--- src/rtl/vbd_pkg.sv ---
package vbd_pkg;

    localparam int ADDR_W   = 16;
    localparam int DATA_W   = 8;
    localparam int WIN_W    = 13;
    localparam int CHUNK_LG = 4;
    localparam int LEN_W    = 7;
    localparam int CNT_W    = LEN_W + 1;
    localparam int SEL_W    = 3;
    localparam logic [ADDR_W-1:0] WIN_BASE = 16'h8000;
    localparam logic [DATA_W-1:0] LO_MASK  = ~DATA_W'((1 << CHUNK_LG) - 1);

    typedef enum logic [SEL_W-1:0] {
        SEL_SRC_HI = 3'd0,
        SEL_SRC_LO = 3'd1,
        SEL_DST_HI = 3'd2,
        SEL_DST_LO = 3'd3,
        SEL_CTRL   = 3'd4
    } cfg_sel_e;

    typedef enum logic {
        MODE_BURST = 1'b0,
        MODE_LINE  = 1'b1
    } xfer_mode_e;

    typedef enum logic {
        PH_RD = 1'b0,
        PH_WR = 1'b1
    } phase_e;

    typedef struct packed {
        xfer_mode_e        mode;
        logic [CNT_W-1:0]  chunks;
        logic [ADDR_W-1:0] src;
        logic [WIN_W-1:0]  dst_off;
    } xfer_cmd_t;

    function automatic logic [DATA_W-1:0] status_byte(input logic act,
                                                      input logic [CNT_W-1:0] chunks);
        logic [DATA_W-1:0] rem;
        rem = DATA_W'(chunks) - DATA_W'(1);
        return {~act, rem[DATA_W-2:0]};
    endfunction

    function automatic logic [ADDR_W-1:0] window_addr(input logic [WIN_W-1:0] off);
        return {WIN_BASE[ADDR_W-1:WIN_W], off};
    endfunction

endpackage

--- src/rtl/vbd_regfile.sv ---
module vbd_regfile
    import vbd_pkg::*;
(
    input  logic                  clk,
    input  logic                  rst,
    input  logic                  wr,
    input  logic [SEL_W-1:0]      sel,
    input  logic [DATA_W-1:0]     wdata,
    input  logic                  eng_active,
    input  xfer_mode_e            eng_mode,
    input  logic [CNT_W-1:0]      eng_chunks,
    output logic [DATA_W-1:0]     rdata,
    output logic                  start,
    output logic                  cancel,
    output xfer_cmd_t             cmd
);

    logic [ADDR_W-1:0] src_q;
    logic [ADDR_W-1:0] dst_q;
    logic              ctrl_hit;

    always_ff @(posedge clk) begin
        if (rst) begin
            src_q <= '0;
            dst_q <= '0;
        end else if (wr) begin
            case (cfg_sel_e'(sel))
                SEL_SRC_HI: src_q[ADDR_W-1:DATA_W] <= wdata;
                SEL_SRC_LO: src_q[DATA_W-1:0]      <= wdata & LO_MASK;
                SEL_DST_HI: dst_q[ADDR_W-1:DATA_W] <= wdata;
                SEL_DST_LO: dst_q[DATA_W-1:0]      <= wdata & LO_MASK;
                default: ;
            endcase
        end
    end

    always_comb begin
        ctrl_hit     = wr && (sel == SEL_CTRL);
        cancel       = ctrl_hit && eng_active && (eng_mode == MODE_LINE) && !wdata[DATA_W-1];
        start        = ctrl_hit && !cancel;
        cmd.mode     = xfer_mode_e'(wdata[DATA_W-1]);
        cmd.chunks   = {1'b0, wdata[LEN_W-1:0]} + CNT_W'(1);
        cmd.src      = src_q;
        cmd.dst_off  = dst_q[WIN_W-1:0];
        rdata        = (sel == SEL_CTRL) ? status_byte(eng_active, eng_chunks) : '1;
    end

    // an idle engine always reads back as all ones
    assert_idle_readback_R7: assert property (@(posedge clk) disable iff (rst)
        (!eng_active && sel == SEL_CTRL) |-> rdata == 8'hFF);

    // low nibble of the source is always zero
    assert_src_aligned_R2: assert property (@(posedge clk) disable iff (rst)
        src_q[CHUNK_LG-1:0] == '0);

endmodule

--- src/rtl/vbd_mover.sv ---
module vbd_mover
    import vbd_pkg::*;
(
    input  logic               clk,
    input  logic               rst,
    input  logic               start,
    input  logic               cancel,
    input  xfer_cmd_t          cmd,
    input  logic               hblank,
    input  logic [DATA_W-1:0]  mem_rdata,
    output logic               active,
    output xfer_mode_e         mode,
    output logic [CNT_W-1:0]   chunks,
    output logic               busy,
    output logic [ADDR_W-1:0]  mem_addr,
    output logic [DATA_W-1:0]  mem_wdata,
    output logic               mem_we
);

    logic                active_q;
    xfer_mode_e          mode_q;
    logic [CNT_W-1:0]    chunks_q;
    logic                run_q;
    phase_e              phase_q;
    logic [CHUNK_LG-1:0] idx_q;
    logic [ADDR_W-1:0]   cur_src;
    logic [WIN_W-1:0]    cur_dst;
    logic                hb_q;
    logic                hb_rise;

    assign hb_rise = hblank && !hb_q;

    always_ff @(posedge clk) begin
        if (rst) begin
            active_q <= 1'b0;
            mode_q   <= MODE_BURST;
            chunks_q <= '0;
            run_q    <= 1'b0;
            phase_q  <= PH_RD;
            idx_q    <= '0;
            cur_src  <= '0;
            cur_dst  <= '0;
            hb_q     <= 1'b0;
        end else begin
            hb_q <= hblank;
            if (cancel) begin
                active_q <= 1'b0;
                chunks_q <= '0;
                run_q    <= 1'b0;
                phase_q  <= PH_RD;
                idx_q    <= '0;
            end else if (start) begin
                active_q <= 1'b1;
                mode_q   <= cmd.mode;
                chunks_q <= cmd.chunks;
                run_q    <= (cmd.mode == MODE_BURST);
                phase_q  <= PH_RD;
                idx_q    <= '0;
                cur_src  <= cmd.src;
                cur_dst  <= cmd.dst_off;
            end else if (run_q) begin
                if (phase_q == PH_RD) begin
                    phase_q <= PH_WR;
                end else begin
                    phase_q <= PH_RD;
                    cur_src <= cur_src + ADDR_W'(1);
                    cur_dst <= cur_dst + WIN_W'(1);
                    idx_q   <= idx_q + CHUNK_LG'(1);
                    if (&idx_q) begin
                        chunks_q <= chunks_q - CNT_W'(1);
                        if (chunks_q == CNT_W'(1)) begin
                            active_q <= 1'b0;
                            run_q    <= 1'b0;
                        end else if (mode_q == MODE_LINE) begin
                            run_q <= 1'b0;
                        end
                    end
                end
            end else if (active_q && mode_q == MODE_LINE && hb_rise) begin
                run_q   <= 1'b1;
                phase_q <= PH_RD;
            end
        end
    end

    always_comb begin
        active    = active_q;
        mode      = mode_q;
        chunks    = chunks_q;
        busy      = run_q;
        mem_we    = run_q && (phase_q == PH_WR);
        mem_wdata = mem_we ? mem_rdata : '0;
        if (!run_q)
            mem_addr = '0;
        else if (phase_q == PH_WR)
            mem_addr = window_addr(cur_dst);
        else
            mem_addr = cur_src;
    end

    // bytes only move while a transfer is live
    assert_busy_needs_active_R5: assert property (@(posedge clk) disable iff (rst)
        busy |-> active_q);

    // every write lands inside the video window
    assert_write_in_window_R3: assert property (@(posedge clk) disable iff (rst)
        mem_we |-> mem_addr[ADDR_W-1:WIN_W] == WIN_BASE[ADDR_W-1:WIN_W]);

    // a cancel leaves the engine idle on the next cycle
    assert_cancel_stops_R8: assert property (@(posedge clk) disable iff (rst)
        cancel |=> (!active_q && !busy));

    // a start loads the requested chunk count
    assert_start_loads_R4: assert property (@(posedge clk) disable iff (rst)
        start |=> (active_q && chunks_q == $past(cmd.chunks)));

    // remaining chunks never exceed the largest request
    assert_no_overflow_R4: assert property (@(posedge clk) disable iff (rst)
        chunks_q <= CNT_W'(1 << LEN_W));

    // a waiting line-paced transfer stays quiet without a strobe edge
    assert_line_waits_R6: assert property (@(posedge clk) disable iff (rst)
        (active_q && mode_q == MODE_LINE && !run_q && !hb_rise && !start) |=> !busy);

endmodule

--- src/rtl/vram_blit_dma.sv ---
module vram_blit_dma
    import vbd_pkg::*;
(
    input  logic              clk,
    input  logic              rst,
    input  logic              cfg_wr,
    input  logic [2:0]        cfg_sel,
    input  logic [7:0]        cfg_wdata,
    output logic [7:0]        cfg_rdata,
    input  logic              hblank,
    output logic [15:0]       mem_addr,
    input  logic [7:0]        mem_rdata,
    output logic [7:0]        mem_wdata,
    output logic              mem_we,
    output logic              busy
);

    logic             start;
    logic             cancel;
    xfer_cmd_t        cmd;
    logic             eng_active;
    xfer_mode_e       eng_mode;
    logic [CNT_W-1:0] eng_chunks;

    vbd_regfile u_regs (
        .clk        (clk),
        .rst        (rst),
        .wr         (cfg_wr),
        .sel        (cfg_sel),
        .wdata      (cfg_wdata),
        .eng_active (eng_active),
        .eng_mode   (eng_mode),
        .eng_chunks (eng_chunks),
        .rdata      (cfg_rdata),
        .start      (start),
        .cancel     (cancel),
        .cmd        (cmd)
    );

    vbd_mover u_mover (
        .clk       (clk),
        .rst       (rst),
        .start     (start),
        .cancel    (cancel),
        .cmd       (cmd),
        .hblank    (hblank),
        .mem_rdata (mem_rdata),
        .active    (eng_active),
        .mode      (eng_mode),
        .chunks    (eng_chunks),
        .busy      (busy),
        .mem_addr  (mem_addr),
        .mem_wdata (mem_wdata),
        .mem_we    (mem_we)
    );

endmodule

--- config.mk ---
export PLATFORM = sky130hd
export DESIGN_NAME = vram_blit_dma
export DESIGN_NICKNAME = d
export VERILOG_FILES = /design/src/rtl/vbd_pkg.sv /design/src/rtl/vbd_regfile.sv /design/src/rtl/vbd_mover.sv /design/src/rtl/vram_blit_dma.sv
export SDC_FILE = /design/constraint.sdc
export NUM_CORES = 1
export LEC_CHECK = 0
export ABC_AREA = 0
export BUFFER_PORTS_ARGS = -buffer_cell sky130_fd_sc_hd__buf_2
export CORE_ASPECT_RATIO = 1.75
export CORE_MARGIN = 5
export CORE_UTILIZATION = 44
export DETAILED_ROUTE_END_ITERATION = 6
export HOLD_SLACK_MARGIN = 0.08
export PLACE_DENSITY_LB_ADDON = 0.08
export SETUP_SLACK_MARGIN = 0.2
export SYNTH_ARGS = -nofsm -noshare
export SYNTH_HDL_FRONTEND = slang
export SYNTH_SLANG_ARGS = --single-unit
--- constraint.sdc ---
create_clock -name clk -period 1.6 [get_ports clk]
set_input_delay 0.08 -clock clk [delete_from_list [all_inputs] [get_ports clk]]
set_output_delay 0.08 -clock clk [all_outputs]
set_load 0.1 [all_outputs]
Word level (Yosys, flattened, before mapping)

Cells that the tools add are included.

Flip-flop bits (word level): 67
Input port bits: 23
Output and inout port bits: 34
Logic and storage cells: 85

Add/subtract/negate cells: 5
Equality and inequality tests: 5
Mux-type cells: 29
Bitwise gates (word level): 3
Reductions and logical operators: 30

Operators with widths:

| kind                                              | number |
|---|---|
| 2-to-1 mux 16 bit                                 | 5 |
| 2-to-1 mux 8 bit                                  | 6 |
| 2-to-1 mux 13 bit                                 | 3 |
| adder 16 x 1 -> 16 bit (second input constant)    | 1 |
| 2-to-1 mux 1 bit                                  | 15 |
| adder 13 x 1 -> 13 bit (second input constant)    | 1 |
| AND reduction 2 bit                               | 6 |
| nonzero test 2 bit                                | 5 |
| logical AND 1 bit                                 | 9 |
| adder 7 x 1 -> 8 bit (second input constant)      | 1 |
| == test 8 x 1 -> 1 bit (second input constant)    | 1 |
| AND reduction 4 bit                               | 2 |
| subtractor 8 x 1 -> 8 bit (second input constant) | 1 |
| == test 3 x 2 -> 1 bit (second input constant)    | 2 |
| AND reduction 3 bit                               | 2 |
| adder 4 x 1 -> 4 bit (second input constant)      | 1 |
| == test 3 x 1 -> 1 bit (second input constant)    | 1 |
| == test 3 bit (second input constant)             | 1 |
| logical NOT 1 bit                                 | 3 |
| logical NOT 3 bit                                 | 1 |
| inverter 1 bit                                    | 3 |
| OR reduction 3 bit                                | 1 |
| OR reduction 2 bit                                | 1 |

Logic depth before layout (Yosys ltp)

Depth after elaboration: 9
Depth in mapped cells: 8
Mapped depth without buffers: 7

Hierarchy

Synthesis repeated with hierarchy kept, for this count alone.

Cells, all modules: 515
Area total of the unflattened synthesis: 4130.2 µm²

By module, submodules not included:

| module      | times used | cells an instance | area an instance (µm²) | seq. area each (µm²) |
|---|---|---|---|---|
| vbd_mover   | 1          | 378               | 2994.1                 | 920.9 |
| vbd_regfile | 1          | 137               | 1136.1                 | 420.4 |

Worst setup path before layout

OpenSTA, ideal clock, no wires.

Path type: reg2out
Start point: reg u_mover.run_q, in the netlist u_mover.busy
End point: out mem_addr[14]
Arrival: 3.695 ns
Data required time: 1.520 ns
Setup slack: -2.175 ns
Cell stages (with the launch flop): 4
Path buffers: 1
Cell sequence: dfxtp_1 clkbuf_2 clkinv_1 nor3b_1

Word-level cells in the longest chain between the ends: 1

RTL lines:

| element                | line                | text |
|---|---|---|
| from (decl)            | vbd_mover.sv:23     | `logic run_q;` |
| from (signal assigned) | vbd_mover.sv:56     | `run_q <= (cmd.mode == MODE_BURST);` |
| 2-to-1 mux 16 bit      | vbd_mover.sv:93     | `if (!run_q)` |
| to (decl)              | vram_blit_dma.sv:11 | `output logic [15:0] mem_addr,` |

Every way passes these cells.

Final worst setup path

Start point: reg u_mover.cur_src[3]
End point: reg u_mover.cur_src[7]

Word-level cells in the longest chain between the ends: 4

RTL lines:

| element                | line            | text |
|---|---|---|
| from (decl)            | vbd_mover.sv:26 | `logic [ADDR_W-1:0] cur_src;` |
| from (signal assigned) | vbd_mover.sv:59 | `cur_src <= cmd.src;` |
| from (signal assigned) | vbd_mover.sv:66 | `cur_src <= cur_src + ADDR_W'(1);` |
| adder 16 x 1 -> 16 bit | vbd_mover.sv:66 |  |
| 2-to-1 mux 16 bit      | vbd_mover.sv:62 | `if (phase_q == PH_RD) begin` |
| 2-to-1 mux 16 bit      | vbd_mover.sv:61 | `end else if (run_q) begin` |
| 2-to-1 mux 16 bit      | vbd_mover.sv:52 | `end else if (start) begin` |

Every way passes these cells. The select of a mux whose other input is x is not followed.
A chain may end at the register's enable or synchronous reset.

==> impl_metrics.py <==
metrics = {
    "timing": {
        "clock_skew_ns": 0.009890,
        "layout_min_cycle_time_ns": 1.788,
        "finalCritPeriodShare_pct": 111.8,
        "relSlewSlack_pct": 64.35,
        "max_freq_mhz": 559.1,
        "worst_pin_slew_ns": 0.5348,
        "drv_slew": 0,
        "grt_setup_unrepaired": "true",
        "setup-violations-final": 25,
        "hold_viol": 0,
        "fin_ws_ns": -0.1885,
    },
    "placement": {
        "port_buffers": 56,
        "place_congestion": 0.8625,
        "place_inst": 630,
        "place_ws_ns": -0.1002,
        "dpl.hpwl_um": 8777,
    },
    "status": {
        "status": "complete, but fails checks",
        "violations": "negative setup slack",
    },
    "cells_and_area": {
        "drive_gt1_share_pct": 54.94,
        "instances_no_fill": 718,
        "n_antenna_cell": 0,
        "fin_util_pct": 86.64,
        "layout.nets": 652,
        "final_common_cell": "buf_4",
        "layout_common_cells": "buf_4, dfxtp_1, nand2_1, buf_12, nor2_1",
        "syn_to_final_growth_pct": 90.86,
    },
    "clock_network": {
        "htree_num_levels": 3,
        "cts_buffers": 9,
        "cts.path.max_buffers": 2,
        "clk_pin_slew_ns": 0.06,
        "clock_sinks": 67,
        "worstSkewPairLatency_ns": 0.35,
        "cts_tree": "yes",
        "root_buffer": "clkbuf_16",
    },
    "drt": {
        "wirelength_um": 16920,
        "wl_met2_um": 8757,
        "avgViaCountPerCell": 6.227,
        "wl_met3_um": 1236,
        "wire_per_inst_um": 23.57,
        "drc": 0,
        "vias": 4471,
        "first_iter_violations": 460,
        "firstDrtPassIters": 6,
        "ant_nets": 0,
        "wl_met1_um": 5485,
        "highest_layer": "met4",
    },
    "power": {
        "power.density_mw_per_mm2": 607.9,
        "p_comb_share_pct": 11.6,
        "ir_drop_uv": 640.5,
        "switching_share_pct": 26.12,
        "power_leakage_nw": 2.543,
        "internal_power_mw": 3.099,
        "p_seq_share_pct": 40.6,
        "p_sw_mw": 1.095,
        "power_frac_clock_pct": 47.8,
    },
    "logic_synthesis": {
        "ys_async_sr_fraction_pct": 0,
        "yosysTopAreaCell": "dfxtp_1",
        "synthCells": 454,
        "synthTopCellsByArea": "dfxtp_1, mux2i_1, nor2_1",
        "synthDistinctLibCells": 53,
        "syn-num-nets": 483,
        "yosys.area.top_type_share_pct": 37.11,
        "ys.warnings.count": 0,
        "syn_area_per_cell_sq_um": 7.962,
        "synth_seq_cells": 67,
        "ys_seq_area_share_pct": 37.11,
        "ys.flop_type": "dfxtp_1",
        "synth_edf_count": 0,
        "synth.cell_area_sq_mm": 0.003615,
    },
    "critical_path": {
        "crit_fanout": 4,
        "crit_type": "register to register",
        "r2r_start": "u_mover.cur_src[3]",
        "cp.required_ns": 1.84,
        "endpoint": "u_mover.cur_src[7]",
        "endpoint_kind": "register",
        "start_kind": "register",
        "r2r_end": "u_mover.cur_src[7]",
        "worstSetupStartpoint": "u_mover.cur_src[3]",
        "r2r_cells": 4,
        "critPathArrivalTime_ns": 2.03,
        "rrSetupSlack_ns": -0.19,
    },
    "global_route": {
        "globalRouteOverflowTotal": 0,
        "track_usage_pct": 27.74,
        "grt_max_degree": 31,
        "grt_pass1_vias": 4290,
        "antenna_found_initial": 0,
        "grt_pass1_wl_um": 21880,
    },
    "floorplan": {
        "dieHeight_um": 129.9,
        "die_x_um": 78.52,
        "die-area_sq_mm": 0.01020,
        "fp.coreArea_sq_mm": 0.007963,
        "boundaryPins": 57,
        "initial_core_util_pct": 45.40,
        "rows": 43,
    },
    "flow_run": {
        "maxCapViolations": 0,
    },
    "min_path": {
        "min_path_type": "primary input to register",
    },
}
## area by class of cell
class | count | area [sq um]
clock inverter | 7 | 68.82
multi-input combinational | 352 | 2999
clock buffer | 9 | 225.2
sequential | 67 | 1398
tap | 90 | 112.6
timing repair inverter | 1 | 8.758
fill | 376 | 1064
timing repair buffer | 183 | 2028
inverter | 9 | 58.81
## synthesized netlist by cell type, types with 3 or more instances
cell / instances
a211oi_1: 9
a21oi_1: 28
a22oi_1: 8
a31oi_1: 12
a32oi_1: 3
and2_1: 3
and3_1: 12
and4_1: 3
buf_2: 7
clkbuf_1: 16
dfxtp_1: 67
ha_1: 6
inv_1: 7
mux2i_1: 27
nand2_1: 56
nand3_1: 19
nand4_1: 8
nor2_1: 65
nor3_1: 10
nor4_1: 3
o211ai_1: 4
o21ai_0: 9
or2_2: 4
or3_1: 12
xnor2_1: 12
xor2_1: 10
## per-layer routing
metal	global-route usage (%)	vias up
met1	29.75	2132
met5	0	-
li1	-	1963
met2	49.32	274
met3	4.144	102
met4	19.46	0
## metrics by stage
step | cell area [sq um] | hold WS, ns | setup TNS, ns | power [mW]
after detailed placement | 5075 | 0.3298 | -0.3036 | 2.085
after floorplan | 3938 | 0.2082 | -2.370 | 1.959
after global routing | 6899 | 0.1791 | -3.438 | 4.297
after global placement | 5075 | 0.3145 | -0.03407 | 2.080
after CTS | 6419 | 0.1625 | -0.4524 | 4.118
final | 6899 | 0.1872 | -1.796 | 4.194
## critical path, stage by stage, from the launching register on
cell	delay, ns
dfxtp_4	0.41
nand4_1	0.18
or4_4	0.50
or3_1	0.38
a31oi_1	0.22
## cell families after synthesis
group / synth area share [%]
buf+inv: 3.911
fa+ha+maj: 2.077
mux: 8.100
compound gates: 14.33
xor+xnor: 5.330
simple gates: 29.15
flops: 37.11
## state kept, by name (all words and copies together), names as in the netlist, 4 cells and up
register         count
u_mover.cur_src     16
u_mover.cur_dst     13
u_mover.idx_q        4
u_regs.dst_q         9
u_regs.src_q        12
u_mover.chunks       8
## power groups by stage
stage / Combinational, mW / Clock, mW / Sequential (mW)
detailed placement: 0.335 / 0 / 1.75
finish: 0.486 / 2.01 / 1.70
global route: 0.508 / 2.08 / 1.70
floorplan: 0.215 / 0 / 1.74
global placement: 0.331 / 0 / 1.75
CTS: 0.429 / 1.98 / 1.71
## what timing repair did
item / 4_1_cts / 5_1_grt
cloned: 4 / 1
buffers inserted: 37 / 20
endpoints found under the hold margin: 9 / 0
hold buffers: 10 / 0
setup endpoints to repair: 59 / 66
gates resized for setup: 132 / 80
pin swaps: 50 / 58
## worst min-delay path by stage
stage	from	slack (ns)	cells past startpoint	endpoint
floorplan	hblank	0.21	1	u_mover.hb_q
global route	cfg_wdata[7]	0.18	4	u_regs.src_q[15]
detailed placement	hblank	0.33	2	u_mover.hb_q
CTS	cfg_wdata[7]	0.16	4	u_regs.src_q[15]
finish	cfg_wdata[7]	0.19	4	u_regs.src_q[15]
global placement	hblank	0.31	2	u_mover.hb_q
Power figures use the tool's default switching activity.
